--- config.mk ---
export PLATFORM = sky130hd
export DESIGN_NAME = nand_status_reg
export DESIGN_NICKNAME = d
export VERILOG_FILES = /design/src/rtl/nand_stat_pkg.sv /design/src/rtl/rb_sync.sv /design/src/rtl/rb_edge_det.sv /design/src/rtl/w1c_flag.sv /design/src/rtl/nand_status_reg.sv
export SDC_FILE = /design/constraint.sdc
export NUM_CORES = 1
export LEC_CHECK = 0
export CAP_MARGIN = 0
export CORE_MARGIN = 2
export CORE_UTILIZATION = 33
export DETAILED_ROUTE_END_ITERATION = 12
export GPL_ROUTABILITY_DRIVEN = 0
export PLACE_DENSITY = 0.85
export SETUP_SLACK_MARGIN = 0.1
export SKIP_LAST_GASP = 1
export SYNTH_ARGS = -nofsm -noshare
export SYNTH_HDL_FRONTEND = slang
export SYNTH_SLANG_ARGS = --single-unit
--- constraint.sdc ---
create_clock -name clk -period 2.48 [get_ports clk]
set_clock_uncertainty 0.05 [all_clocks]
set_input_delay 0.62 -clock clk [delete_from_list [all_inputs] [get_ports clk]]
set_output_delay 0.62 -clock clk [all_outputs]
set_load 0.01 [all_outputs]
--- src/rtl/nand_stat_pkg.sv ---
package nand_stat_pkg;
  localparam int NUM_CE   = 4;
  localparam int REG_W    = 32;
  localparam int LVL_LSB  = 28;
  localparam int HIT_LSB  = 24;
  localparam int CE_LSB   = 8;
  localparam int B_ENC    = 7;
  localparam int B_DEC    = 6;
  localparam int B_LOCK   = 5;
  localparam int B_HIT0   = 4;
  localparam int B_CE1    = 3;
  localparam int B_CE0    = 2;
  localparam int B_RB0    = 0;

  typedef enum logic {
    EDGE_RISE = 1'b0,
    EDGE_FALL = 1'b1
  } edge_mode_e;

  typedef struct packed {
    logic enc;
    logic dec;
    logic lock;
    logic hit0;
  } evt_flags_t;
endpackage

--- src/rtl/rb_sync.sv ---
module rb_sync #(
  parameter int   STAGES  = 2,
  parameter logic RST_VAL = 1'b1
) (
  input  logic clk,
  input  logic rst_n,
  input  logic d,
  output logic q
);
  logic [STAGES-1:0] chain_q;
  logic [STAGES-1:0] chain_d;

  always_comb begin
    chain_d = {chain_q[STAGES-2:0], d};
  end

  always_ff @(posedge clk or negedge rst_n) begin
    if (!rst_n) chain_q <= {STAGES{RST_VAL}};
    else        chain_q <= chain_d;
  end

  assign q = chain_q[STAGES-1];
endmodule

--- src/rtl/rb_edge_det.sv ---
module rb_edge_det
  import nand_stat_pkg::*;
(
  input  logic       clk,
  input  logic       rst_n,
  input  logic       lvl,
  input  edge_mode_e mode,
  output logic       hit
);
  logic prev_q;
  logic prev_d;

  always_comb begin
    prev_d = lvl;
    unique case (mode)
      EDGE_RISE: hit = lvl & ~prev_q;
      EDGE_FALL: hit = ~lvl & prev_q;
      default:   hit = 1'b0;
    endcase
  end

  always_ff @(posedge clk or negedge rst_n) begin
    if (!rst_n) prev_q <= 1'b1;
    else        prev_q <= prev_d;
  end

  // with the mode held, one transition yields one single-cycle hit
  a_r4_single_hit: assert property (@(posedge clk) disable iff (!rst_n)
    hit |=> (!hit || (mode != $past(mode))));
endmodule

--- src/rtl/w1c_flag.sv ---
module w1c_flag (
  input  logic clk,
  input  logic rst_n,
  input  logic set,
  input  logic clr,
  output logic q
);
  logic upd_en;
  logic q_d;

  always_comb begin
    upd_en = set | clr;
    q_d    = set ? 1'b1 : 1'b0;
  end

  always_ff @(posedge clk or negedge rst_n) begin
    if (!rst_n)      q <= 1'b0;
    else if (upd_en) q <= q_d;
  end

  a_r8_set_wins: assert property (@(posedge clk) disable iff (!rst_n)
    set |=> q);
  a_r7_clear: assert property (@(posedge clk) disable iff (!rst_n)
    (clr && !set) |=> !q);
  a_r7_hold: assert property (@(posedge clk) disable iff (!rst_n)
    (!clr && !set) |=> $stable(q));
endmodule

--- src/rtl/nand_status_reg.sv ---
module nand_status_reg
  import nand_stat_pkg::*;
#(
  parameter int SYNC_STAGES = 2
) (
  input  logic              clk,
  input  logic              rst_n,
  input  logic [NUM_CE-1:0] rb_pin,
  input  logic [NUM_CE-1:0] ce_n,
  input  logic              edge_mode,
  input  logic              enc_done,
  input  logic              dec_done,
  input  logic              lock_violation,
  input  logic [NUM_CE-1:0] trans_irq_en,
  input  logic              trans0_irq_en,
  input  logic              enc_irq_en,
  input  logic              dec_irq_en,
  input  logic              lock_irq_en,
  input  logic              wr_en,
  input  logic [REG_W-1:0]  wr_data,
  output logic [REG_W-1:0]  rd_data,
  output logic              irq
);
  localparam int EN_W = NUM_CE + 4;

  edge_mode_e        mode;
  logic [NUM_CE-1:0] rb_lvl;
  logic [NUM_CE-1:0] rb_hit;
  logic [NUM_CE-1:0] hit_flag;
  evt_flags_t        evt_set;
  evt_flags_t        evt_clr;
  evt_flags_t        evt_q;
  logic [EN_W-1:0]   en_vec;
  logic [EN_W-1:0]   flag_vec;

  assign mode = edge_mode_e'(edge_mode);

  for (genvar c = 0; c < NUM_CE; c++) begin : g_chip
    rb_sync #(.STAGES(SYNC_STAGES), .RST_VAL(1'b1)) u_sync (
      .clk (clk),
      .rst_n (rst_n),
      .d   (rb_pin[c]),
      .q   (rb_lvl[c])
    );

    rb_edge_det u_edge (
      .clk   (clk),
      .rst_n (rst_n),
      .lvl   (rb_lvl[c]),
      .mode  (mode),
      .hit   (rb_hit[c])
    );

    w1c_flag u_flag (
      .clk   (clk),
      .rst_n (rst_n),
      .set   (rb_hit[c]),
      .clr   (wr_en & wr_data[HIT_LSB + c]),
      .q     (hit_flag[c])
    );
  end

  always_comb begin
    evt_set.enc  = enc_done;
    evt_set.dec  = dec_done;
    evt_set.lock = lock_violation;
    evt_set.hit0 = rb_hit[0];
    evt_clr.enc  = wr_en & wr_data[B_ENC];
    evt_clr.dec  = wr_en & wr_data[B_DEC];
    evt_clr.lock = wr_en & wr_data[B_LOCK];
    evt_clr.hit0 = wr_en & wr_data[B_HIT0];
  end

  w1c_flag u_enc_flag (
    .clk (clk), .rst_n (rst_n), .set (evt_set.enc), .clr (evt_clr.enc), .q (evt_q.enc)
  );
  w1c_flag u_dec_flag (
    .clk (clk), .rst_n (rst_n), .set (evt_set.dec), .clr (evt_clr.dec), .q (evt_q.dec)
  );
  w1c_flag u_lock_flag (
    .clk (clk), .rst_n (rst_n), .set (evt_set.lock), .clr (evt_clr.lock), .q (evt_q.lock)
  );
  w1c_flag u_hit0_flag (
    .clk (clk), .rst_n (rst_n), .set (evt_set.hit0), .clr (evt_clr.hit0), .q (evt_q.hit0)
  );

  always_comb begin
    rd_data                          = '0;
    rd_data[LVL_LSB +: NUM_CE]       = rb_lvl;
    rd_data[HIT_LSB +: NUM_CE]       = hit_flag;
    rd_data[CE_LSB +: NUM_CE]        = ce_n;
    rd_data[B_ENC]                   = evt_q.enc;
    rd_data[B_DEC]                   = evt_q.dec;
    rd_data[B_LOCK]                  = evt_q.lock;
    rd_data[B_HIT0]                  = evt_q.hit0;
    rd_data[B_CE1]                   = ce_n[1];
    rd_data[B_CE0]                   = ce_n[0];
    rd_data[B_RB0]                   = rb_lvl[0];
  end

  always_comb begin
    en_vec   = {trans_irq_en, enc_irq_en, dec_irq_en, lock_irq_en, trans0_irq_en};
    flag_vec = {hit_flag, evt_q.enc, evt_q.dec, evt_q.lock, evt_q.hit0};
    irq      = |(en_vec & flag_vec);
  end

  // flags only fall on a write, so irq cannot drop without one unless enables change
  a_r9_irq_hold: assert property (@(posedge clk) disable iff (!rst_n)
    (irq && !wr_en) |=> (irq || (en_vec != $past(en_vec))));

  // an encode pulse is visible in the next cycle
  a_r6_enc_seen: assert property (@(posedge clk) disable iff (!rst_n)
    enc_done |=> rd_data[B_ENC]);

  // level bits follow the pins after the synchronizer (two-stage build)
  if (SYNC_STAGES == 2) begin : g_lvl_chk
    logic [1:0] since_rst;
    always_ff @(posedge clk or negedge rst_n) begin
      if (!rst_n)              since_rst <= 2'd0;
      else if (since_rst != 2'd3) since_rst <= since_rst + 2'd1;
    end
    a_r2_level_follows: assert property (@(posedge clk) disable iff (!rst_n)
      (since_rst == 2'd3) |-> (rd_data[LVL_LSB +: NUM_CE] == $past(rb_pin, 2)));
  end
endmodule

## After elaboration in Yosys (flattened, before gate mapping)

Index checks and enable logic that the tools add are counted.

- Reductions and logical operators: 1
- Bitwise logic cells: 34
- Mux-type cells: 11

Operators with widths:

| cell | count |
|---|---|
| 1-bit bitwise AND | 16 |
| 1-bit inverter | 9 |
| 8-bit bitwise AND | 1 |
| 1-bit OR | 8 |
| 1-bit case mux with 2 select lines | 4 |
| 8-bit OR reduction | 1 |
| 1-bit 2-to-1 mux | 7 |

- Register bits: 20
- Output and inout bits: 33

## Longest topological paths before layout

Gate-level depths: netlist of the first run.

- Word-level depth: 4
- Gate-level depth with buffers: 2
- Depth with buffers taken out: 2

## Modules after synthesis

A second synthesis of the first run with hierarchy kept.

- Cells, all modules: 82
- Area total of the unflattened synthesis: 935.9 µm²

By module, submodules not included:

| module | times used | cells an instance | area each (µm²) | sequential area each (µm²) |
|---|---|---|---|---|
| w1c_flag | 8 | 3 | 36.3 | 25.0 |
| nand_status_reg | 1 | 34 | 240.2 | 0.0 |
| rb_sync | 4 | 2 | 52.6 | 52.6 |
| rb_edge_det | 4 | 4 | 48.8 | 26.3 |

## Worst setup path after synthesis of the first run

Ideal clock, no wire load.

- Path type: input port to output port
- Start: input dec_irq_en
- End: output irq
- Buffers on the path: 0
- Required time: 1810 ps
- Arrival: 941 ps
- Stages on the path: 2
- Path slack: 869 ps
- Path through: a22oi_1 > nand4_1

- Cells in the longest elaborated chain, start to end: 2

Ends and longest elaborated chain:

| item | RTL line | source |
|---|---|---|
| from (decl) | nand_status_reg.sv:17 | `input logic dec_irq_en,` |
| 8-bit bitwise AND | nand_status_reg.sv:104 | `irq = \|(en_vec & flag_vec);` |
| 8-bit OR reduction | nand_status_reg.sv:104 |  |
| to (decl) | nand_status_reg.sv:22 | `output logic irq` |

Every way passes these cells.

## Worst setup path in the final report of the first run

- Start: input trans_irq_en[0]
- End: output irq

- Cells in the longest elaborated chain, start to end: 2

Ends and longest elaborated chain:

| item | RTL line | source |
|---|---|---|
| from (decl) | nand_status_reg.sv:14 | `input logic [NUM_CE-1:0] trans_irq_en,` |
| 8-bit bitwise AND | nand_status_reg.sv:104 |  |
| 8-bit OR reduction | nand_status_reg.sv:104 |  |

Every way passes these cells.

==> results of run 1 <==
[cells in the mapped netlist]
cell	instances
nand2_1	3
dfstp_2	12
a21boi_0	3
nand3_1	2
dfrtp_1	8
nor2_1	3
nand3b_1	1
a22oi_1	4
buf_4	32
conb_1	1
a21o_1	3
nand4_1	1
and3b_2	2
and3b_1	1
or3b_1	1
a211o_1	3
a21bo_2	2
[cells by family (layout without fill, tap and decap cells)]
kind of cell,Yosys count,count (layout),share of synthesized area (%)
and+or+nand+nor,14,14,8.69
buffers and inverters,32,44,24.9
DFF,20,20,53.4
AOI/OAI and AO/OA,15,15,12.6
other,1,13,0.389
[area by class of cell]
type / count / area share (%)
flip-flops and latches: 20 / 41.3
repair buffers: 41 / 32.6
multi-input cells: 42 / 21.2
well taps: 31 / 3.11
clock buffers: 3 / 1.81
[power breakdown]
group          internal (W)  leakage [nW]  switching, W
registers          0.000359         0.213     0.0000179
clock network     0.0000563        0.0138     0.0000857
logic             0.0000928         0.307     0.0000535
[registers in the layout (all words and copies together) (netlist names)]
name	flops
u_enc_flag.q	1
u_hit0_flag.q	1
g_chip.u_flag.q	4
u_lock_flag.q	1
g_chip.u_sync.chain_q	8
u_dec_flag.q	1
g_chip.u_edge.prev_q	4
[layer usage]
| metal | share of wire (%) | GRT usage, % |
|---|---|---|
| met3 | 15 | 4.91 |
| met1 | 39 | 12.1 |
| met2 | 43 | 15.3 |
| met5 | 0 | 0 |
| met4 | 3.0 | 4.32 |
[through the flow]
| step | hold slack [ps] | total power (W) | util, % | TNS [ps] |
|---|---|---|---|---|
| 2_1_floorplan | 274 | 0.000478 | - | 0 |
| 3_3_place_gp | 296 | 0.000524 | 44.1 | -63.4 |
| 3_5_place_dp | 297 | 0.000528 | 44.1 | -62.9 |
| 4_1_cts | 312 | 0.000679 | 45.2 | 0 |
| 5_1_grt | 316 | 0.000706 | 45.2 | 0 |
| 6_report | 311 | 0.000665 | 45.2 | 0 |
[worst register-to-register path: stages, from the launching register on]
cell	delay, ps
dfstp_2	570
and3b_2	200
a211o_1	260
[timing repair]
action / 4_1_cts / 5_1_grt
setup endpoints to repair: 1 / 1
setup buffers: 0 / 0
pin swaps: 0 / 1
hold endpoints to repair: 0 / 0
gates resized for setup: 3 / 0
[how the worst max path moves through the flow]
| stage | startpoint | end | slack, ps | depth (start not counted) |
|---|---|---|---|---|
| 2_1_floorplan | dec_irq_en | irq | 870 | 2 |
| 3_3_place_gp | trans_irq_en[0] | irq | -60 | 4 |
| 3_5_place_dp | trans_irq_en[2] | irq | -60 | 4 |
| 4_1_cts | trans_irq_en[0] | irq | 170 | 4 |
| 5_1_grt | trans_irq_en[2] | irq | 110 | 4 |
| 6_report | trans_irq_en[0] | irq | 190 | 4 |
==> metrics.cfg, run 1 <==
[final_layout]
fin_cells = 137
drive_above_1_share_pct = 20.8
final_area_um2 = 1250
layout_commonest_cell = clkdlybuf4s50_1
fill_cells = 257
nets = 163
syn2layout_area_growth_pct = 29.3
multiInputGateArea_um2 = 264
register_area_um2 = 515
final_cell_mix = clkdlybuf4s50_1, conb_1, dfstp_2
diodes = 0

[synthesis]
syn-cell-area_um2 = 965
syn_avg_cell_area_um2 = 11.8
yosys.cell_types.count = 17
netlist_instances = 82
ys.warnings.count = 0
synth_area_leaders = dfstp_2, buf_4, dfrtp_1
synth-seq-area-share_pct = 53.4
yosysTopAreaCell = dfstp_2
ys_seq_elements = 20
yosys.area.top_type_share_pct = 32.7

[floorplan]
start_util_pct = 35.0
dieArea_um2 = 3370
num_io_pins = 88
die_h_um = 58.1
die_w_um = 58.1
coreArea_um2 = 2760
rows = 19

[worst_setup_path]
crit_path_cell_trace = clkdlybuf4s50_1, a22oi_2, nand4_1, dlygate4sd2_1
worstPathArrival_ps = 1620
ff2ff_path_depth = 2
start_kind = input port
endpoint_kind = output pin
critical_path.max_fanout = 1
cp_top_family = buffers and inverters
cpPeakStageDelay_ps = 410
r2r_slack_ps = 1300
regToRegStartpoint = g_chip[1].u_sync.chain_q[1]$_DFF_PN1_
crit_buf_inv = 2
slowest_stage = clkdlybuf4s50_1
path_class = input port to output pin
r2r_end = g_chip[1].u_flag.q$_DFFE_PN0P_
critPathRequiredTime_ps = 1810

[detailed_routing]
drt_wl_total_um = 1680
drt_iter0_markers = 8
detail-route-antenna-nets = 0
avgRoutedWirePerCell_um = 12.3
via_per_inst = 4.41
dr.pass1.iters = 3
drc = 0
num_vias = 604

[clocking]
clkTransAtPathRegs_ps = 100
numCtsBuffers = 3
hold_buffers = 0
h-tree-depth = 1
cts_tree = built
cts_buffer_depth = 2
cts_sinks = 20
cts-root-buf = clkbuf_4
clkLatencyLatePin_ps = 280

[global_route]
grt_pass1_wl_um = 2570
grt_usage_pct = 10.1
antenna_found_initial = 0
grt_pass1_vias = 588
grt-ovfl-total = 0
grt_max_degree = 12

[timing]
finalWorstSetupSlack_ps = 195
final-hold-violation-count = 0
post-route-period-util_pct = 92.1
finalSetupViolCount = 0
rsz0062_at_grt = false
timing.fmax_mhz = 438
finalMaxSlewViolations = 0
period_needed_ps = 2290

[placement]
dpl_cell_area_um2 = 1220
pre_cts_slack_ps = -62.9
io_buffers = 40
dp_hpwl_um = 1380
dp_cells = 134

[min_path]
holdPathStages = 0
hp-class = flop to flop
hold_path_end = g_chip[1].u_sync.chain_q[1]$_DFF_PN1_
hp-start = g_chip[1].u_sync.chain_q[0]$_DFF_PN1_

[status]
status = complete, no violations

[power]
cellLeakagePower_nw = 0.534
powerDensity_nw_per_um2 = 533
ir_drop_mv = 0.400

[flow_run]
cap_violations = 0

Power figures use the tool's default switching activity.
==> inputs of run 2 (changes only) <==
--- a/config.mk
+++ b/config.mk
@@ -6,13 +6,14 @@
 export NUM_CORES = 1
 export LEC_CHECK = 0
 export CAP_MARGIN = 0
-export CORE_MARGIN = 2
-export CORE_UTILIZATION = 33
+export CORE_ASPECT_RATIO = 1.75
+export CORE_UTILIZATION = 32
 export DETAILED_ROUTE_END_ITERATION = 12
 export GPL_ROUTABILITY_DRIVEN = 0
-export PLACE_DENSITY = 0.85
+export PLACE_DENSITY = 0.84
 export SETUP_SLACK_MARGIN = 0.1
 export SKIP_LAST_GASP = 1
 export SYNTH_ARGS = -nofsm -noshare
 export SYNTH_HDL_FRONTEND = slang
+export SYNTH_HIERARCHICAL = 1
 export SYNTH_SLANG_ARGS = --single-unit
==> metrics.cfg, run 2 <==
[status]
status = complete, no violations

[global_route]
grt_pass1_vias = 712
grt_pass1_wl_um = 3040
grt_usage_pct = 12.9
grt-ovfl-total = 0
grt_max_degree = 12
antenna_found_initial = 0

[worst_setup_path]
r2r_slack_ps = 1390
crit_buf_inv = 2
r2r_end = u_hit0_flag/q$_DFFE_PN0P_
critical_path.max_fanout = 1
cp_top_family = buffers and inverters
crit_path_cell_trace = clkdlybuf4s50_1, a22oi_1, nand4_1, dlygate4sd2_1
cpPeakStageDelay_ps = 400
startpoint = lock_irq_en
path_class = input port to output pin
ff2ff_path_depth = 3
critPathRequiredTime_ps = 1810
endpoint_kind = output pin
start_kind = input port
worstPathArrival_ps = 1610
slowest_stage = clkdlybuf4s50_1
regToRegStartpoint = g_chip[0].u_sync/chain_q[1]$_DFF_PN1_

[synthesis]
synth_top_family_by_area = buffers and inverters
yosysMostFrequentCell = buf_4
muxShareOfSynthArea_pct = 0
synth_area_leaders = dfstp_2, dfrtp_1, buf_4
synthSimpleGateAreaFrac_pct = 11.9
synthXorXnorAreaFrac_pct = 0
yosys.area.top_type_share_pct = 33.7
yosysTopAreaCell = dfstp_2
async_flop_share_pct = 100
synth_commonest_cells = buf_4, dfstp_2
netlist_instances = 82
synth_compound_area_share_pct = 13.4
synth_edf_count = 0
syn-cell-area_um2 = 936
yosys.cell_types.count = 12
syn_avg_cell_area_um2 = 11.4
ys_seq_elements = 20
synth-main-ff-cell = dfstp_2
synth-seq-area-share_pct = 55.1
yosys.area_share.adder_pct = 0
ys.warnings.count = 6

[final_layout]
reg.largest.list = g_chip.u_sync/chain_q (8), g_chip.u_edge/prev_q (4), g_chip.u_flag/q (4)
syn2layout_area_growth_pct = 41.7
regMostFlops = g_chip.u_sync/chain_q
nets = 175
largest_reg_flops = 8
diodes = 0
final_cell_mix = clkdlybuf4s50_1, conb_1, dfstp_2
layout_commonest_cell = clkdlybuf4s50_1
final_area_um2 = 1330
drive_above_1_share_pct = 17.6

[floorplan]
die_h_um = 73.5
die_w_um = 42.9
dieArea_um2 = 3150
num_io_pins = 88
start_util_pct = 34.0
coreArea_um2 = 2750
rows = 25

[placement]
pre_cts_slack_ps = -13.2
dp_hpwl_um = 1390
io_buffers = 40
dpl_cell_area_um2 = 1270

[clocking]
clkLatencyLatePin_ps = 250
cts-root-buf = clkbuf_8
cts_buffer_depth = 2
numCtsBuffers = 3
cts_sinks = 20
h-tree-depth = 1
hold_buffers = 0
clkTransAtPathRegs_ps = 70
cts_tree = built

[min_path]
hp-class = flop to flop
hold_path_end = g_chip[1].u_sync/chain_q[1]$_DFF_PN1_
holdPathStages = 0
hp-start = g_chip[1].u_sync/chain_q[0]$_DFF_PN1_

[detailed_routing]
via_per_inst = 4.51
dr.pass1.iters = 3
num_vias = 658
drt_wl_total_um = 1750
avgRoutedWirePerCell_um = 12.0
detail-route-antenna-nets = 0
drt_iter0_markers = 3
drc = 0

[timing]
finalSetupViolCount = 0
post-route-period-util_pct = 92.0
finalWorstSetupSlack_ps = 199
finalMaxSlewViolations = 0
timing.fmax_mhz = 438
hold_slack_ps = 307
final-hold-violation-count = 0
rsz0062_at_grt = false
period_needed_ps = 2280

[power]
powerDensity_nw_per_um2 = 573
ir_drop_mv = 0.358
cellLeakagePower_nw = 0.573

[flow_run]
cap_violations = 0

## run 2: what timing repair did
action,in CTS,in global routing
resized for setup,1,0
setup endpoints to repair,1,0
buffers inserted,0,0
## run 2: area by class of cell
class                           instances  area (um2)
Sequential cell                        20         515
Inverter                                8        30.0
Clock buffer                            4        55.1
Multi-Input combinational cell         46         285
Tap cell                               27        33.8
Timing Repair Buffer                   41         407
Fill cell                             268        1430
## run 2: cells by family (layout without fill, tap and decap cells)
kind of cell	after synthesis	after routing
AO/OA/AOI/OAI	16	16
buffers and inverters	28	53
flip-flops	20	20
other	1	13
AND/OR/NAND/NOR	17	17
## run 2: layer usage
metal,global-route usage [%],wire length (um)
met1,12.0,572
met5,0,0
met3,4.18,202
met2,23.9,941
met4,7.29,34
## run 2: where the power goes
| group | total [W] | internal (W) | leakage, nW | switching [W] |
|---|---|---|---|---|
| combinational | 0.000144 | 0.0000907 | 0.331 | 0.0000537 |
| clock | 0.000239 | 0.000141 | 0.0288 | 0.0000981 |
| sequential | 0.000377 | 0.000359 | 0.213 | 0.0000178 |
## run 2: stage by stage
stage	power [W]	instances	TNS (ps)	util [%]
floorplan	0.000456	94	0	-
global placement	0.000523	142	-1.42	46.2
detailed placement	0.000530	142	-13.2	46.2
CTS	0.000774	146	0	48.2
global route	0.000805	146	0	48.2
finish	0.000760	146	0	48.2
## run 2: how the worst max path moves through the flow
stage          endpoint  cells past startpoint  slack [ps]
2_1_floorplan       irq                      2         870
3_3_place_gp        irq                      4          -1
3_5_place_dp        irq                      4         -10
4_1_cts             irq                      4         180
5_1_grt             irq                      4         140
6_report            irq                      4         200
